==> config.mk <==
export PLATFORM = sky130hd
export DESIGN_NAME = eeprom_cfg_loader
export DESIGN_NICKNAME = d
export VERILOG_FILES = /design/src/rtl/eecfg_pkg.sv /design/src/rtl/eecfg_tick.sv /design/src/rtl/eecfg_serial.sv /design/src/rtl/eeprom_cfg_loader.sv
export SDC_FILE = /design/constraint.sdc
export NUM_CORES = 1
export LEC_CHECK = 0
export BUFFER_PORTS_ARGS = -buffer_cell sky130_fd_sc_hd__buf_2
export CAP_MARGIN = 0
export CORE_UTILIZATION = 51
export DETAILED_ROUTE_END_ITERATION = 16
export PLACE_DENSITY = 0.73
export REMOVE_ABC_BUFFERS = 1
export SLEW_MARGIN = 20
export SYNTH_ARGS = -nofsm -noshare
export SYNTH_HDL_FRONTEND = slang
export SYNTH_SLANG_ARGS = --single-unit
==> constraint.sdc <==
create_clock -name clk -period 9.45 [get_ports clk]
set_clock_uncertainty 0.05 [all_clocks]
set_input_delay 0 -clock clk [delete_from_list [all_inputs] [get_ports clk]]
set_output_delay 0 -clock clk [all_outputs]
set_load 0.01 [all_outputs]
==> src/rtl/eecfg_pkg.sv <==
package eecfg_pkg;
  localparam int EE_AW = 6;
  localparam int EE_DW = 16;

  typedef enum logic [1:0] {
    OP_WEN   = 2'b00,
    OP_WRITE = 2'b01,
    OP_READ  = 2'b10
  } ee_op_e;

  typedef enum logic [1:0] {
    JOB_LOAD_ALL,
    JOB_LOAD_GP,
    JOB_STORE_ALL,
    JOB_STORE_GP
  } job_e;

  typedef enum logic [2:0] {
    DST_NONE, DST_CFG, DST_BASE, DST_IA0, DST_IA1, DST_IA2, DST_GP
  } dst_e;

  typedef struct packed {
    ee_op_e           op;
    logic [EE_AW-1:0] addr;
    dst_e             dst;
    logic             last;
  } step_t;

  localparam logic [2:0] RA_CTL  = 3'd0;
  localparam logic [2:0] RA_PTR  = 3'd1;
  localparam logic [2:0] RA_GP   = 3'd2;
  localparam logic [2:0] RA_CFG  = 3'd3;
  localparam logic [2:0] RA_BASE = 3'd4;
endpackage

==> src/rtl/eecfg_tick.sv <==
module eecfg_tick #(
  parameter int DIV = 4
) (
  input  logic clk,
  input  logic rst_n,
  output logic tick_o
);
  localparam int CW = (DIV < 2) ? 1 : $clog2(DIV);
  localparam logic [CW-1:0] TOP = CW'(DIV - 1);

  logic [CW-1:0] cnt_q, cnt_d;

  always_comb begin
    tick_o = (cnt_q == TOP);
    cnt_d  = tick_o ? '0 : cnt_q + 1'b1;
  end

  always_ff @(posedge clk or negedge rst_n) begin
    if (!rst_n) cnt_q <= '0;
    else        cnt_q <= cnt_d;
  end
endmodule

==> src/rtl/eecfg_serial.sv <==
module eecfg_serial
  import eecfg_pkg::*;
#(
  parameter int TMO_TICKS = 1024
) (
  input  logic             clk,
  input  logic             rst_n,
  input  logic             tick_i,
  input  logic             start_i,
  input  ee_op_e           op_i,
  input  logic [EE_AW-1:0] addr_i,
  input  logic [EE_DW-1:0] wdata_i,
  output logic             done_o,
  output logic [EE_DW-1:0] rdata_o,
  output logic             cs_o,
  output logic             sk_o,
  output logic             di_o,
  input  logic             do_i
);
  localparam int HDR = 3 + EE_AW;
  localparam int FW  = HDR + EE_DW;
  localparam int CW  = $clog2(FW + 1);
  localparam int TW  = $clog2(TMO_TICKS + 1);
  localparam logic [CW-1:0] HDR_C     = CW'(HDR);
  localparam logic [CW-1:0] LAST_WEN  = CW'(HDR - 1);
  localparam logic [CW-1:0] LAST_FULL = CW'(FW - 1);
  localparam logic [TW-1:0] TMO_LAST  = TW'(TMO_TICKS - 1);

  typedef enum logic [2:0] {S_IDLE, S_SHIFT, S_GAP, S_READY, S_END} st_e;

  st_e              st_q, st_d;
  logic [FW-1:0]    sh_q, sh_d;
  logic [CW-1:0]    cnt_q, cnt_d;
  logic [TW-1:0]    tmo_q, tmo_d;
  logic [EE_DW-1:0] rd_q, rd_d;
  ee_op_e           op_q, op_d;
  logic             ph_q, ph_d, cs_q, cs_d, sk_q, sk_d, di_q, di_d;
  logic [CW-1:0]    last_cnt;

  always_comb begin
    st_d = st_q; sh_d = sh_q; cnt_d = cnt_q; tmo_d = tmo_q; rd_d = rd_q;
    op_d = op_q; ph_d = ph_q; cs_d = cs_q; sk_d = sk_q; di_d = di_q;
    done_o   = 1'b0;
    last_cnt = (op_q == OP_WEN) ? LAST_WEN : LAST_FULL;
    unique case (st_q)
      S_IDLE: if (start_i) begin
        sh_d  = {1'b1, op_i, addr_i, wdata_i};
        op_d  = op_i;
        cnt_d = '0;
        ph_d  = 1'b0;
        cs_d  = 1'b1;
        sk_d  = 1'b0;
        st_d  = S_SHIFT;
      end
      S_SHIFT: if (tick_i) begin
        if (!ph_q) begin
          sk_d = 1'b0;
          di_d = sh_q[FW-1];
          ph_d = 1'b1;
        end else begin
          sk_d  = 1'b1;
          ph_d  = 1'b0;
          sh_d  = {sh_q[FW-2:0], 1'b0};
          cnt_d = cnt_q + 1'b1;
          if (cnt_q >= HDR_C) rd_d = {rd_q[EE_DW-2:0], do_i};
          if (cnt_q == last_cnt) st_d = S_GAP;
        end
      end
      S_GAP: if (tick_i) begin
        sk_d  = 1'b0;
        cs_d  = 1'b0;
        di_d  = 1'b0;
        tmo_d = '0;
        st_d  = (op_q == OP_WRITE) ? S_READY : S_END;
      end
      S_READY: if (tick_i) begin
        if (cs_q && (do_i || tmo_q == TMO_LAST)) begin
          cs_d = 1'b0;
          st_d = S_END;
        end else begin
          cs_d  = 1'b1;
          tmo_d = tmo_q + 1'b1;
        end
      end
      S_END: begin
        done_o = 1'b1;
        st_d   = S_IDLE;
      end
      default: st_d = S_IDLE;
    endcase
  end

  always_ff @(posedge clk or negedge rst_n) begin
    if (!rst_n) begin
      st_q <= S_IDLE; sh_q <= '0; cnt_q <= '0; tmo_q <= '0; rd_q <= '0;
      op_q <= OP_READ; ph_q <= 1'b0; cs_q <= 1'b0; sk_q <= 1'b0; di_q <= 1'b0;
    end else begin
      st_q <= st_d; sh_q <= sh_d; cnt_q <= cnt_d; tmo_q <= tmo_d; rd_q <= rd_d;
      op_q <= op_d; ph_q <= ph_d; cs_q <= cs_d; sk_q <= sk_d; di_q <= di_d;
    end
  end

  assign rdata_o = rd_q;
  assign cs_o    = cs_q;
  assign sk_o    = sk_q;
  assign di_o    = di_q;
endmodule

==> src/rtl/eeprom_cfg_loader.sv <==
module eeprom_cfg_loader
  import eecfg_pkg::*;
#(
  parameter int          CLK_DIV   = 4,
  parameter int          TMO_TICKS = 4096,
  parameter logic [15:0] CFG_RST   = 16'h0000,
  parameter logic [15:0] BASE_RST  = 16'h0300
) (
  input  logic        clk,
  input  logic        rst_n,
  input  logic [2:0]  strap_i,
  input  logic        reg_wr_i,
  input  logic [2:0]  reg_addr_i,
  input  logic [15:0] reg_wdata_i,
  output logic [2:0]  ctl_o,
  output logic [5:0]  ptr_o,
  output logic [15:0] gp_o,
  output logic [15:0] cfg_o,
  output logic [15:0] base_o,
  output logic [47:0] addr_o,
  output logic        ee_cs_o,
  output logic        ee_sk_o,
  output logic        ee_di_o,
  input  logic        ee_do_i
);
  typedef enum logic [1:0] {Q_IDLE, Q_START, Q_ISSUE, Q_WAIT} seq_e;

  logic [1:0] rsync_q;
  logic       srst_n;

  always_ff @(posedge clk or negedge rst_n) begin
    if (!rst_n) rsync_q <= 2'b00;
    else        rsync_q <= {rsync_q[0], 1'b1};
  end
  assign srst_n = rsync_q[1];

  seq_e             qst_q, qst_d;
  job_e             job_q, job_d;
  logic [2:0]       step_q, step_d;
  logic [EE_DW-1:0] cfg_q, cfg_d, base_q, base_d, gp_q, gp_d;
  logic [EE_DW-1:0] ia0_q, ia0_d, ia1_q, ia1_d, ia2_q, ia2_d;
  logic [EE_AW-1:0] ptr_q, ptr_d;
  logic             sel_q, sel_d, rld_q, rld_d, sto_q, sto_d;

  logic             tick, start, done;
  logic [EE_DW-1:0] rdata, wdata;
  step_t            cur;

  function automatic step_t plan_step(job_e j, logic [2:0] s, logic [2:0] strap,
                                      logic [EE_AW-1:0] ptr);
    step_t r;
    r = '{op: OP_READ, addr: '0, dst: DST_NONE, last: 1'b1};
    unique case (j)
      JOB_LOAD_ALL: unique case (s)
        3'd0:    r = '{OP_READ, {strap, 2'b00}, DST_CFG,  1'b0};
        3'd1:    r = '{OP_READ, {strap, 2'b01}, DST_BASE, 1'b0};
        3'd2:    r = '{OP_READ, 6'h20,          DST_IA0,  1'b0};
        3'd3:    r = '{OP_READ, 6'h21,          DST_IA1,  1'b0};
        default: r = '{OP_READ, 6'h22,          DST_IA2,  1'b1};
      endcase
      JOB_LOAD_GP:   r = '{OP_READ, ptr, DST_GP, 1'b1};
      JOB_STORE_ALL: unique case (s)
        3'd0:    r = '{OP_WEN,   6'h30,          DST_NONE, 1'b0};
        3'd1:    r = '{OP_WRITE, {strap, 2'b00}, DST_CFG,  1'b0};
        default: r = '{OP_WRITE, {strap, 2'b01}, DST_BASE, 1'b1};
      endcase
      default: r = (s == 3'd0) ? '{OP_WEN, 6'h30, DST_NONE, 1'b0}
                               : '{OP_WRITE, ptr, DST_GP, 1'b1};
    endcase
    return r;
  endfunction

  always_comb begin
    cur = plan_step(job_q, step_q, strap_i, ptr_q);
    unique case (cur.dst)
      DST_CFG:  wdata = cfg_q;
      DST_BASE: wdata = base_q;
      default:  wdata = gp_q;
    endcase
  end

  always_comb begin
    qst_d = qst_q; job_d = job_q; step_d = step_q;
    cfg_d = cfg_q; base_d = base_q; gp_d = gp_q;
    ia0_d = ia0_q; ia1_d = ia1_q; ia2_d = ia2_q; ptr_d = ptr_q;
    sel_d = sel_q; rld_d = rld_q; sto_d = sto_q;
    start = 1'b0;
    unique case (qst_q)
      Q_IDLE: if (reg_wr_i) begin
        unique case (reg_addr_i)
          RA_CTL: begin
            sel_d = reg_wdata_i[2];
            rld_d = reg_wdata_i[1];
            sto_d = reg_wdata_i[0] & ~reg_wdata_i[1];
            if (reg_wdata_i[1] | reg_wdata_i[0]) begin
              qst_d = Q_START;
              if (reg_wdata_i[1]) job_d = reg_wdata_i[2] ? JOB_LOAD_GP  : JOB_LOAD_ALL;
              else                job_d = reg_wdata_i[2] ? JOB_STORE_GP : JOB_STORE_ALL;
            end
          end
          RA_PTR:  ptr_d  = reg_wdata_i[EE_AW-1:0];
          RA_GP:   gp_d   = reg_wdata_i;
          RA_CFG:  cfg_d  = reg_wdata_i;
          RA_BASE: base_d = reg_wdata_i;
          default: ;
        endcase
      end
      Q_START: begin
        step_d = (job_q == JOB_LOAD_ALL && strap_i == 3'd7) ? 3'd2 : 3'd0;
        qst_d  = Q_ISSUE;
      end
      Q_ISSUE: begin
        start = 1'b1;
        qst_d = Q_WAIT;
      end
      Q_WAIT: if (done) begin
        if (cur.op == OP_READ) begin
          unique case (cur.dst)
            DST_CFG:  cfg_d  = rdata;
            DST_BASE: base_d = rdata;
            DST_IA0:  ia0_d  = rdata;
            DST_IA1:  ia1_d  = rdata;
            DST_IA2:  ia2_d  = rdata;
            DST_GP:   gp_d   = rdata;
            default:  ;
          endcase
        end
        if (cur.last) begin
          rld_d = 1'b0;
          sto_d = 1'b0;
          qst_d = Q_IDLE;
        end else begin
          step_d = step_q + 1'b1;
          qst_d  = Q_ISSUE;
        end
      end
      default: qst_d = Q_IDLE;
    endcase
  end

  always_ff @(posedge clk or negedge srst_n) begin
    if (!srst_n) begin
      qst_q <= Q_START; job_q <= JOB_LOAD_ALL; step_q <= '0;
      cfg_q <= CFG_RST; base_q <= BASE_RST; gp_q <= '0;
      ia0_q <= '0; ia1_q <= '0; ia2_q <= '0; ptr_q <= '0;
      sel_q <= 1'b0; rld_q <= 1'b1; sto_q <= 1'b0;
    end else begin
      qst_q <= qst_d; job_q <= job_d; step_q <= step_d;
      cfg_q <= cfg_d; base_q <= base_d; gp_q <= gp_d;
      ia0_q <= ia0_d; ia1_q <= ia1_d; ia2_q <= ia2_d; ptr_q <= ptr_d;
      sel_q <= sel_d; rld_q <= rld_d; sto_q <= sto_d;
    end
  end

  eecfg_tick #(.DIV(CLK_DIV)) tick_i (
    .clk(clk), .rst_n(srst_n), .tick_o(tick)
  );

  eecfg_serial #(.TMO_TICKS(TMO_TICKS)) ser_i (
    .clk(clk), .rst_n(srst_n), .tick_i(tick), .start_i(start),
    .op_i(cur.op), .addr_i(cur.addr), .wdata_i(wdata),
    .done_o(done), .rdata_o(rdata),
    .cs_o(ee_cs_o), .sk_o(ee_sk_o), .di_o(ee_di_o), .do_i(ee_do_i)
  );

  assign ctl_o  = {sel_q, rld_q, sto_q};
  assign ptr_o  = ptr_q;
  assign gp_o   = gp_q;
  assign cfg_o  = cfg_q;
  assign base_o = base_q;
  assign addr_o = {ia2_q, ia1_q, ia0_q};
endmodule

==> qor.yml <==
mappedNetlistArea_um2: 8702
synth_top_family_by_area: "multiplexers"
final-seq-area_um2: 4614
power_density_nw_per_um2: 151.3
postSynthAreaPerCell_um2: 11.35
initial_utilization_pct: 52.29
synth_edf_count: 0
slew_headroom_pct: 29.34
yosys_warnings: 0
layout_common_cells: "178 x dfrtp_1, 133 x buf_2, 107 x mux2_2, 102 x nand2_1, 48 x o21ai_0"
clock_latency_ns: 0.43
die_y_um: 132.6
ctsResizeCount: 0
netlist_instances: 767
worstPathMaxFanout: 22
gr-total-overflow: 0
dp_hpwl_um: 14240
outcome: "finished clean"
grt_start_max_net_pins: 68
synth_compound_area_share_pct: 12.84
grt_setup_unrepaired: "false"
postPlaceCellArea_um2: 9477
final_common_cell: "dfrtp_1"
pin_count: 134
synthFlopType: "dfrtp_1"
fmax_mhz: 303.7
num-fill-cells: 1327
cts_buffers: 17
antenna_found_initial: 0
dr_wl_met2_um: 10230
cts.sinks: 184
htree_levels: 4
yosys.area_share.adder_pct: 1.438
cap_violations: 0
synth_cell_type_count: 75
min_path_type: "in -> reg"
maxUsedRoutingLayer: "met4"
row_count: 47
syn_to_final_growth_pct: 18.78
final.setup.tns_ns: 0
finalNetCount: 943
drt-met1-wl_um: 9050
vias: 6597
synth_xor_area_share_pct: 1.208
fin_util_pct: 62.11
cts.path.max_buffers: 2
min_period_ns: 3.292
worstPathArrival_ns: 3.56
post_drt_wl_per_cell_um: 18.52
muxShareOfSynthArea_pct: 15.96
grt_pass1_vias: 6472
drive_gt1_share_pct: 34.67
ys_seq_area_share_pct: 52.98
worstMarginPinSlew_ns: 1.059
grt_pass1_wl_um: 34270
synthSimpleGateAreaFrac_pct: 12.15
p_leak_uw: 0.005156
cp.required_ns: 9.72
yosys-top-cells-area: "dfrtp_1 51%, mux2_2 14%, nand2_1 4.4%"
drt-vias-per-instance: 5.787
route.met3.wl_um: 1398
finalInstanceArea_um2: 10340
final_max_slew_viol_count: 0
drtIter0Drc: 431
core_area_um2: 16640
drt-pass1-iter-count: 5
path_cells: "nand2_1, nor2_1, nand3_1, and4b_1, mux2_2"
period_share_pct: 34.84
die_x_um: 132.6
synth_top_cell_area_share_pct: 51.47
hold_ws_ns: 0.05373
hold-path-cell-count: 5
place_congestion: 0.8447
clkTransAtPathRegs_ns: 0.07
die_area_um2: 17590
slowest_delay_ns: 0.86
total_power_uw: 1564
n_antenna_cell: 0
vdd_drop_max_mv: 0.1280
cts_tree: "built"
io_buffers: 133
reg2regPathDepth: 5
synth_area_leader_cell: "dfrtp_1"
wl_um: 21120
ys_seq_elements: 184
cts-root-buf: "clkbuf_16"
crit_slowest_cell: "and4b_1"
multi_input_area_um2: 3800
start_kind: "flip-flop"
grt_usage_pct: 24.99
cts_hold_buf: 22
crit_type: "reg -> reg"
drtAntennaViolNets: 0
drc: 0
post_cts_buffers: 0
finalHoldViolations: 0
worstSetupEndpointType: "flip-flop"
setup_violations: 0
async_flop_share_pct: 100.0
-- report_power, final --
group          switching (µW)  internal (µW)  total [µW]  leakage, µW
clock network             332            401         733     0.000299
logic                    24.4           13.7        38.2      0.00235
registers                4.80            788         793      0.00251
total                     361           1200        1560      0.00516
-- through the flow --
step / instances / setup WS (ns)
4_1_cts: 1138 / 5.942
5_1_grt: 1140 / 5.864
3_5_place_dp: 1084 / 5.970
6_report: 1140 / 6.158
3_3_place_gp: 1084 / 6.121
2_1_floorplan: 722 / 3.902
-- sequential cells by signal, summed over array words and instances, names as in the netlist, 3 cells and up --
name / cells
base_o: 16
cfg_o: 16
gp_o: 16
ia0_q: 16
ia1_q: 16
ia2_q: 16
ptr_o: 6
ser_i.cnt_q: 5
ser_i.rdata_o: 16
ser_i.sh_q: 25
ser_i.st_q: 3
ser_i.tmo_q: 13
step_q: 3
-- synth_stat cells, drive strengths merged (2+ instances only) --
| cell | count |
|---|---|
| a211oi | 4 |
| nand2 | 102 |
| xnor2 | 3 |
| o21a | 2 |
| dfstp | 5 |
| mux2 | 120 |
| o21ai | 51 |
| or3 | 4 |
| a221oi | 16 |
| o41ai | 2 |
| nand2b | 6 |
| a21oi | 24 |
| a22oi | 3 |
| nor3 | 15 |
| o2111ai | 14 |
| and2 | 2 |
| nor4 | 6 |
| a21o | 3 |
| nor3b | 2 |
| xor2 | 9 |
| o211ai | 15 |
| inv | 15 |
| dfrtp | 179 |
| o31ai | 4 |
| buf | 25 |
| a22o | 2 |
| clkbuf | 20 |
| nand3 | 10 |
| nor2 | 49 |
| ha | 10 |
| a31oi | 6 |
| nor2b | 4 |
| nand4 | 10 |
| a32o | 3 |
| or4 | 2 |
-- worst paths after layout --
check | start | to | slack (ns)
hold / removal | strap_i[2] | step_q[1]$_DFFE_PN0P_ | 0.05
setup reg to reg | qst_q[1]$_DFFE_PN0P_ | ia0_q[15]$_DFFE_PN0P_ | 6.16
min in group asynchronous | rsync_q[1]$_DFF_PN0_ | gp_o[6]$_DFFE_PN0P_ | 0.34
setup / recovery | qst_q[1]$_DFFE_PN0P_ | ia0_q[15]$_DFFE_PN0P_ | 6.16
hold reg to reg | rsync_q[0]$_DFF_PN0_ | rsync_q[1]$_DFF_PN0_ | 0.30
max in group asynchronous | rsync_q[1]$_DFF_PN0_ | ser_i.cnt_q[4]$_DFFE_PN0P_ | 7.66
-- area by class of cell --
class                   instances  share of cell area, %
clock buffers                  17                  4.116
clock inverters                15                  1.767
inverters                      15                 0.5447
multi-input cells             523                  36.76
flip-flops and latches        184                  44.64
well taps                     220                  2.663
repair buffers                166                  9.502
-- critical path: cells and delay by family (launching register included) --
kind             cells  cell delay, ns
AND/OR/NAND/NOR      4            2.12
multiplexers         1            0.42
flip-flops           1            0.58
-- layer usage --
layer	GRT usage, %	up-vias
met3	5.556	32
li1	-	3057
met2	39.97	235
met1	33.26	3273
met4	9.642	0
met5	0	-
-- kinds of logic (layout without fill, tap and decap cells) --
| group | after synthesis | after routing |
|---|---|---|
| and+or+nand+nor | 220 | 220 |
| DFF | 184 | 184 |
| AOI/OAI and AO/OA | 160 | 160 |
| muxes | 120 | 120 |
| buffers and inverters | 60 | 213 |
| xor gates and xnor gates | 12 | 12 |
| adders and majority gates | 10 | 10 |
| other | 1 | 1 |
Note: power is estimated with default switching activity, not from simulation.
